--- src/rtl/async_tx_pkg.sv ---
package async_tx_pkg;

    typedef enum logic [2:0] {
        ST_IDLE,
        ST_START,
        ST_DATA,
        ST_PAR,
        ST_STOP
    } tx_state_e;

    typedef struct packed {
        logic len_short;
        logic msb_first;
        logic par_en;
        logic par_odd;
    } tx_cfg_t;

endpackage

--- src/rtl/tx_holdreg.sv ---
module tx_holdreg #(
    parameter int DATA_W = 8
) (
    input  logic              clk,
    input  logic              rst_n,
    input  logic              wr_data_en,
    input  logic [DATA_W-1:0] wr_data,
    input  logic              wr_stat_en,
    input  logic              wr_stat_tde,
    input  logic              wr_stat_tend,
    input  logic              take,
    input  logic              stop_end,
    output logic              avail,
    output logic [DATA_W-1:0] avail_data,
    output logic              tde,
    output logic              tend
);

    typedef struct packed {
        logic [DATA_W-1:0] hold;
        logic              tde;
        logic              tend;
    } hold_regs_t;

    hold_regs_t h_d, h_q;
    logic       clr_tde, clr_tend;

    always_comb begin
        clr_tde    = wr_stat_en & ~wr_stat_tde;
        clr_tend   = wr_stat_en & ~wr_stat_tend;
        // a clear in this clock is forwarded so a free shifter can take at once
        avail      = ~h_q.tde | clr_tde;
        avail_data = wr_data_en ? wr_data : h_q.hold;

        h_d = h_q;
        if (wr_data_en) h_d.hold = wr_data;
        if (clr_tde)    h_d.tde  = 1'b0;
        if (take)       h_d.tde  = 1'b1;
        if (clr_tend)   h_d.tend = 1'b0;
        if (stop_end && !take) h_d.tend = 1'b1;
        if (take)       h_d.tend = 1'b0;
    end

    always_ff @(posedge clk or negedge rst_n) begin
        if (!rst_n) begin
            h_q.hold <= '0;
            h_q.tde  <= 1'b1;
            h_q.tend <= 1'b1;
        end else begin
            h_q <= h_d;
        end
    end

    assign tde  = h_q.tde;
    assign tend = h_q.tend;

endmodule

--- src/rtl/tx_shifter.sv ---
module tx_shifter
    import async_tx_pkg::*;
#(
    parameter int DATA_W     = 8,
    parameter int OVERSAMPLE = 16
) (
    input  logic              clk,
    input  logic              rst_n,
    input  logic              tx_en,
    input  logic              baud_tick,
    input  tx_cfg_t           cfg,
    input  logic              avail,
    input  logic [DATA_W-1:0] avail_data,
    output logic              take,
    output logic              stop_end,
    output logic              txd
);

    localparam int CNT_W = (OVERSAMPLE > 1) ? $clog2(OVERSAMPLE) : 1;
    localparam int BIT_W = $clog2(DATA_W + 1);
    localparam logic [CNT_W-1:0] CNT_LAST  = CNT_W'(OVERSAMPLE - 1);
    localparam logic [BIT_W-1:0] LEN_FULL  = BIT_W'(DATA_W);
    localparam logic [BIT_W-1:0] LEN_SHORT = BIT_W'(DATA_W - 1);
    localparam logic [DATA_W-1:0] SHORT_MASK = {1'b0, {(DATA_W-1){1'b1}}};

    typedef struct packed {
        tx_state_e         state;
        logic [CNT_W-1:0]  cnt;
        logic [BIT_W-1:0]  left;
        logic [DATA_W-1:0] sr;
        logic              par;
        logic              msb;
        logic              par_en;
    } sh_regs_t;

    sh_regs_t          s_d, s_q;
    logic              tick_last;
    logic [DATA_W-1:0] load_data;

    always_comb begin
        s_d       = s_q;
        take      = 1'b0;
        stop_end  = 1'b0;
        tick_last = baud_tick && (s_q.cnt == CNT_LAST);
        load_data = cfg.len_short ? (avail_data & SHORT_MASK) : avail_data;

        if (!tx_en) begin
            s_d.state = ST_IDLE;
            s_d.cnt   = '0;
        end else begin
            if (s_q.state != ST_IDLE && baud_tick) s_d.cnt = s_q.cnt + 1'b1;
            case (s_q.state)
                ST_IDLE: begin
                    if (avail) take = 1'b1;
                end
                ST_START: begin
                    if (tick_last) begin
                        s_d.state = ST_DATA;
                        s_d.cnt   = '0;
                    end
                end
                ST_DATA: begin
                    if (tick_last) begin
                        s_d.cnt  = '0;
                        s_d.left = s_q.left - 1'b1;
                        s_d.sr   = s_q.msb ? {s_q.sr[DATA_W-2:0], 1'b0}
                                           : {1'b0, s_q.sr[DATA_W-1:1]};
                        if (s_q.left == BIT_W'(1))
                            s_d.state = s_q.par_en ? ST_PAR : ST_STOP;
                    end
                end
                ST_PAR: begin
                    if (tick_last) begin
                        s_d.state = ST_STOP;
                        s_d.cnt   = '0;
                    end
                end
                ST_STOP: begin
                    if (tick_last) begin
                        stop_end = 1'b1;
                        s_d.cnt  = '0;
                        if (avail) take = 1'b1;
                        else       s_d.state = ST_IDLE;
                    end
                end
                default: s_d.state = ST_IDLE;
            endcase

            if (take) begin
                s_d.state  = ST_START;
                s_d.cnt    = '0;
                s_d.sr     = load_data;
                s_d.left   = cfg.len_short ? LEN_SHORT : LEN_FULL;
                s_d.msb    = cfg.msb_first & ~cfg.len_short;
                s_d.par_en = cfg.par_en;
                s_d.par    = (^load_data) ^ cfg.par_odd;
            end
        end
    end

    always_ff @(posedge clk or negedge rst_n) begin
        if (!rst_n) begin
            s_q.state  <= ST_IDLE;
            s_q.cnt    <= '0;
            s_q.left   <= '0;
            s_q.sr     <= '0;
            s_q.par    <= 1'b0;
            s_q.msb    <= 1'b0;
            s_q.par_en <= 1'b0;
        end else begin
            s_q <= s_d;
        end
    end

    always_comb begin
        case (s_q.state)
            ST_START: txd = 1'b0;
            ST_DATA:  txd = s_q.msb ? s_q.sr[DATA_W-1] : s_q.sr[0];
            ST_PAR:   txd = s_q.par;
            default:  txd = 1'b1;
        endcase
    end

endmodule

--- src/rtl/async_tx_dbuf.sv ---
module async_tx_dbuf
    import async_tx_pkg::*;
#(
    parameter int DATA_W     = 8,
    parameter int OVERSAMPLE = 16
) (
    input  logic              clk,
    input  logic              rst_n,
    input  logic              tx_en,
    input  logic              baud_tick,
    input  logic              cfg_len7,
    input  logic              cfg_msb_first,
    input  logic              cfg_par_en,
    input  logic              cfg_par_odd,
    input  logic              wr_data_en,
    input  logic [DATA_W-1:0] wr_data,
    input  logic              wr_stat_en,
    input  logic              wr_stat_tde,
    input  logic              wr_stat_tend,
    output logic              txd,
    output logic              tde_irq,
    output logic              tend_irq
);

    tx_cfg_t           cfg;
    logic              avail;
    logic [DATA_W-1:0] avail_data;
    logic              take;
    logic              stop_end;

    assign cfg = '{len_short: cfg_len7, msb_first: cfg_msb_first,
                   par_en: cfg_par_en, par_odd: cfg_par_odd};

    tx_holdreg #(.DATA_W(DATA_W)) u_hold (
        .clk          (clk),
        .rst_n        (rst_n),
        .wr_data_en   (wr_data_en),
        .wr_data      (wr_data),
        .wr_stat_en   (wr_stat_en),
        .wr_stat_tde  (wr_stat_tde),
        .wr_stat_tend (wr_stat_tend),
        .take         (take),
        .stop_end     (stop_end),
        .avail        (avail),
        .avail_data   (avail_data),
        .tde          (tde_irq),
        .tend         (tend_irq)
    );

    tx_shifter #(.DATA_W(DATA_W), .OVERSAMPLE(OVERSAMPLE)) u_shift (
        .clk        (clk),
        .rst_n      (rst_n),
        .tx_en      (tx_en),
        .baud_tick  (baud_tick),
        .cfg        (cfg),
        .avail      (avail),
        .avail_data (avail_data),
        .take       (take),
        .stop_end   (stop_end),
        .txd        (txd)
    );

endmodule

--- config.mk ---
export PLATFORM = sky130hd
export DESIGN_NAME = async_tx_dbuf
export DESIGN_NICKNAME = d
export VERILOG_FILES = /design/src/rtl/async_tx_pkg.sv /design/src/rtl/tx_holdreg.sv /design/src/rtl/tx_shifter.sv /design/src/rtl/async_tx_dbuf.sv
export SDC_FILE = /design/constraint.sdc
export NUM_CORES = 1
export LEC_CHECK = 0
export ABC_CLOCK_PERIOD_IN_PS = 2000
export BUFFER_PORTS_ARGS = -buffer_cell sky130_fd_sc_hd__clkbuf_2
export CAP_MARGIN = 20
export CORE_UTILIZATION = 35
export CTS_BUF_LIST = sky130_fd_sc_hd__clkbuf_4 sky130_fd_sc_hd__clkbuf_8
export DETAILED_ROUTE_END_ITERATION = 7
export GPL_ROUTABILITY_DRIVEN = 1
export PLACE_DENSITY_LB_ADDON = 0.08
export SETUP_SLACK_MARGIN = 0.3
export SLEW_MARGIN = 20
export SYNTH_ARGS = -nofsm -noshare
export SYNTH_HDL_FRONTEND = slang
export SYNTH_SLANG_ARGS = --single-unit
--- constraint.sdc ---
create_clock -name clk -period 2 [get_ports clk]
set_clock_uncertainty 0.15 [all_clocks]
set_input_delay 0.2 -clock clk [delete_from_list [all_inputs] [get_ports clk]]
set_output_delay 0.2 -clock clk [all_outputs]
set_load 0.02 [all_outputs]
### Word-level counts from Yosys, hierarchy flattened

Index checks and enable logic that the tools add are counted.

| storage, ports and cells | value |
|---|---|
| bits in registers | 32 |
| output and inout port bits | 3 |

| cells by class | value |
|---|---|
| add/sub/neg operators | 2 |
| equality and inequality tests | 13 |
| multiplexer cells | 32 |
| bitwise operators | 9 |
| reduce and logical (&&, ||, !) cells | 14 |

Operator list:

| operator | number |
|---|---|
| two-way mux 7 bit | 4 |
| two-way mux 8 bit | 3 |
| two-way mux 22 bit | 1 |
| != test 4 x 3 -> 1 bit, second input constant | 5 |
| two-way mux 19 bit | 1 |
| case mux 4 bit (4 select lines) | 1 |
| case mux 3 bit (5 select lines) | 1 |
| two-way mux 1 bit | 13 |
| two-way mux 12 bit | 1 |
| two-way mux 3 bit | 3 |
| two-way mux 4 bit | 2 |
| parity 8 bit | 1 |
| AND reduction 7 bit | 1 |
| == test 3 x 2 -> 1 bit, second input constant | 2 |
| nonzero test 2 bit | 3 |
| nonzero test 3 bit | 2 |
| adder 4 x 1 -> 4 bit, second input constant | 1 |
| == test 4 x 1 -> 1 bit, second input constant | 1 |
| == test 4 bit, second input constant | 1 |
| != test 4 bit, second input constant | 1 |
| NOT 1 bit | 4 |
| subtractor 4 x 1 -> 4 bit, second input constant | 1 |
| bitwise AND 1 bit | 3 |
| == test 3 x 1 -> 1 bit, second input constant | 1 |
| 11 further kinds | 13 |

### Logic depth before layout (Yosys ltp)

| logic depth | value |
|---|---|
| depth in word-level cells | 12 |
| mapped depth | 8 |
| mapped depth without buffers | 6 |

### Modules after synthesis

Synthesis repeated with hierarchy kept, for this count alone.

| second synthesis, totals | value |
|---|---|
| cells, all modules | 192 |
| area, all modules | 2003.2 µm² |

Modules (own cells, without submodules):

| module | instances | cells each | area an instance (µm²) | sequential area each (µm²) |
|---|---|---|---|---|
| tx_shifter | 1 | 159 | 1525.2 | 550.5 |
| tx_holdreg | 1 | 33 | 478.0 | 252.7 |

### Least setup slack after synthesis

OpenSTA, ideal clock, no wires.

| timing | value |
|---|---|
| path kind | reg2reg |
| start | register u_shift.s_q[15] in the netlist's numbering |
| end | register u_shift.s_q[10] in the netlist's numbering |
| library setup time | 125 ps |
| arrival time | 1873 ps |
| required time | 1725 ps |
| slack | -148 ps |
| cell stages (with the launch flop) | 8 |
| clock period less this slack | 2148 ps |
| cells stage by stage | dfrtp_1 ha_1 nand4_4 or3_1 a21oi_2 o21a_2 buf_12 mux2_4 |

| between the ends | value |
|---|---|
| word-level cells in the longest chain between the ends | 7 |

RTL lines:

| element | line | text |
|---|---|---|
| start, declared | tx_shifter.sv:36 | `sh_regs_t s_d, s_q;` |
| == test 4 bit (*) | tx_shifter.sv:44 | `tick_last = baud_tick && (s_q.cnt == CNT_LAST);` |
| logical AND 1 bit (*) | tx_shifter.sv:44 |  |
| two-way mux 1 bit | tx_shifter.sv:79 | `if (tick_last) begin` |
| case mux 1 bit (2 select lines) | tx_shifter.sv:52 | `case (s_q.state)` |
| two-way mux 1 bit | tx_shifter.sv:47 | `if (!tx_en) begin` |
| nonzero test 2 bit (no line) | -- |  |
| AND reduction 3 bit (no line) | -- |  |

Mark *: on every way between the ends. The rest lies on a longest branch, timed or not. The select of a mux whose other input is x is not followed.
A chain may end at the register's enable or synchronous reset.

### Final worst setup path

| timing | value |
|---|---|
| start | register u_shift.s_q[16] in the netlist's numbering |
| end | register u_shift.s_q[11] in the netlist's numbering |

Same word-level chain as after synthesis.

==> run metrics <==
P_int 1.532 mW; Global Route Usage Sum 0.1704; Switching Fraction 0.3238; Seq pwr share 0.408; RR Startpoint u_shift.s_q[16]; CTS tree built; number of remaining DRC errors 0; worst vdd ir 0.4707 mV; RSZ-0062 raised after global routing yes; Max Fclk 0.5164 GHz; final core utilization 0.4779; Fin. Hold Viols 0; crit start category register; CP Data Required Time 2.02 ns; xor and xnor area share after synthesis 0.06662; largest net degree at the start of global routing 14; Filler cells 499; Post-synth EDFFs 0; Post-Synth Simple-Gate Area 0.1065; fin crit period 1.937 ns; Die Span X 75.98 um; commonest non-fill, non-tap cell in the layout dfrtp_1; setup violators final 0; Layout area overhead 29.85%; placed insts 282; cell taking the most area after synthesis dfrtp_1; DR pass1 iterations 4; FFs w/ async S/R, synth 1.000; Post-Synth Adder-Cell Area 0.01960; Comb pwr share 0.352; row count 26; Ys Warns 0; via count 1504; Worst Setup SP u_shift.s_q[16]; most frequent cells in the layout dfrtp_1 (30), buf_4 (26), clkbuf_2 (21); Max Fanout on Critical Path 6; Die Height 75.98 um; GRT overflow 0; Initial Util 0.3680; syn avg cell area 10.82 sq um; register area 803.3 sq um; TritonCTS buffer count 5; clock share of power 0.240; global-route wire length before repair 7631 um; HPWL after DPL 3401 um; core area 5205 sq um; clk_lat worst skew 0.28 ns; crit path kind register to register; worst min path class primary input to register; Top FF cell, synth dfrtp_1; DRT Wirelength 4510 um; largest family of logic cells by synthesized area multiplexers; fraction of layout cells with a size suffix above 1 0.3853; Ant. Diodes 0; Setup crit end kind register; ANT nets after route 0; P_sw 0.7337 mW; count of cell types in the netlist 46; Port Buf Inserts 22; First DRT Iteration DRCs 34; largest cells by area after synthesis dfrtp_1 (39%), mux2i_1 (9.4%), mux2_2 (5.3%); Mapped Area 1916 sq um; multi-input logic area 1075 sq um; die area 5773 sq um; DR vias/cell 4.997; vias in the first global route 1629; Hold Path Origin cfg_msb_first; wire length per cell 14.98 um; CTS max path bufs 2; worst slew pin tran 0.3835 ns; Clk pin slew, worst setup/hold paths 0.07 ns; H-tree levels 2; Yosys top cell area share 0.3919; IO Count 23; CTS Sinks 32; power density cells 910.9 nW/um^2; Seq/Total Area, Yosys 0.4193; final std cells w/o fill 301; CP arrival 1.95 ns; Synth Register Bits 32; max cap viols 0; Slew Viols, Final 0; Layout Nets 253; Post-Synthesis Cells 177; Final period util 0.9683; static leakage 1.154 nW; gp weighted congestion 0.7893; Synth Area in Compound Gates 0.1646; Slew headroom 0.7378; post-synthesis mux area share 0.1685; initial antenna violation count 0; Syn Nets 200; Root Buffer clkbuf_8; run status completed
-- critical path, stage by stage, from the launching register on --
cell and delay [ns]:
dfrtp_1 0.40, ha_4 0.16, nand4_4 0.09, or3_1 0.33
a21oi_2 0.17, o21a_4 0.21, mux2_4 0.31
-- Yosys cell counts (all sizes together) (2+ instances only) --
library cell,n
xnor2,4
a21oi,9
o32ai,2
dfstp,2
mux2,12
a21o,2
nor2,9
clkbuf,2
ha,3
buf,6
nand4,2
o22ai,2
nand2,13
o21ai,8
dfrtp,30
o21a,3
nand3,2
inv,11
mux2i,18
nor2b,3
nand2b,4
a22o,2
xor2,8
a2bb2oi,6
o221ai,2
-- per-layer routing --
layer,track usage,vias up,share of wire
met4,0.07115,0,0.018
met1,0.1842,735,0.44
met2,0.3164,28,0.52
met5,0,-,0
met3,0.04072,7,0.031
li1,-,734,-
-- timing repair --
action / 4_1_cts / 5_1_grt
setup endpoints to repair: 22 / 24
gates cloned: 0 / 0
hold buffers: 2 / 0
buffers inserted: 9 / 0
endpoints found under the hold margin: 31 / 0
pin swaps: 6 / 5
resized for setup: 17 / 4
-- kinds of logic (layout without fill, tap and decap cells) --
family | count (synthesis) | count (layout)
AO/OA/AOI/OAI | 41 | 41
flip-flops | 32 | 32
adder cells (fa/ha/maj) | 3 | 3
AND/OR/NAND/NOR | 39 | 39
buffers and inverters | 19 | 73
XOR/XNOR | 13 | 13
multiplexers | 30 | 30
-- metrics by stage --
stage          hold slack, ns  power, mW  instance area [sq um]  worst slack (ns)  setup TNS, ns
2_1_floorplan         -0.2456      1.442                   1944          -0.07823        -0.1565
3_3_place_gp         -0.08786      1.647                   2228           0.03266              0
5_1_grt               0.01375      2.409                   2487          -0.01927       -0.03222
4_1_cts              0.002834      2.277                   2475           0.06103              0
3_5_place_dp         -0.07932      1.667                   2228          -0.01812       -0.04949
6_report              0.01359      2.266                   2487           0.06346              0
-- final timing paths --
check	slack (ns)	endpoint	cells past startpoint
worst min-delay path	0.01	u_shift.s_q[1]	3
worst min register to register	0.35	u_hold.h_q[9]	1
worst max-delay path	0.06	u_shift.s_q[11]	6
worst max register to register	0.06	u_shift.s_q[11]	6
min in group asynchronous	0.15	u_hold.h_q[4]	2
max in group asynchronous	1.03	u_hold.tend	3
-- sequential cells by signal (all words and copies together), names as in the netlist --
| register | cells |
|---|---|
| u_shift.s_q | 22 |
| u_hold.tde | 1 |
| u_hold.tend | 1 |
| u_hold.h_q | 8 |
-- cell type report --
type	count	share of cell area
multi-input cells	126	0.4321
inverters	11	0.01660
clock buffers	8	0.03924
flip-flops and latches	32	0.3229
well taps	70	0.03521
repair buffers	54	0.1539
-- power by group through the flow --
stage | clock network, mW | registers, mW | logic (mW)
2_1_floorplan | 0 | 0.892 | 0.550
3_3_place_gp | 0 | 0.924 | 0.723
3_5_place_dp | 0 | 0.929 | 0.739
4_1_cts | 0.562 | 0.920 | 0.795
5_1_grt | 0.586 | 0.940 | 0.883
6_report | 0.543 | 0.924 | 0.798
No activity file was read; power rests on OpenSTA's default activity.
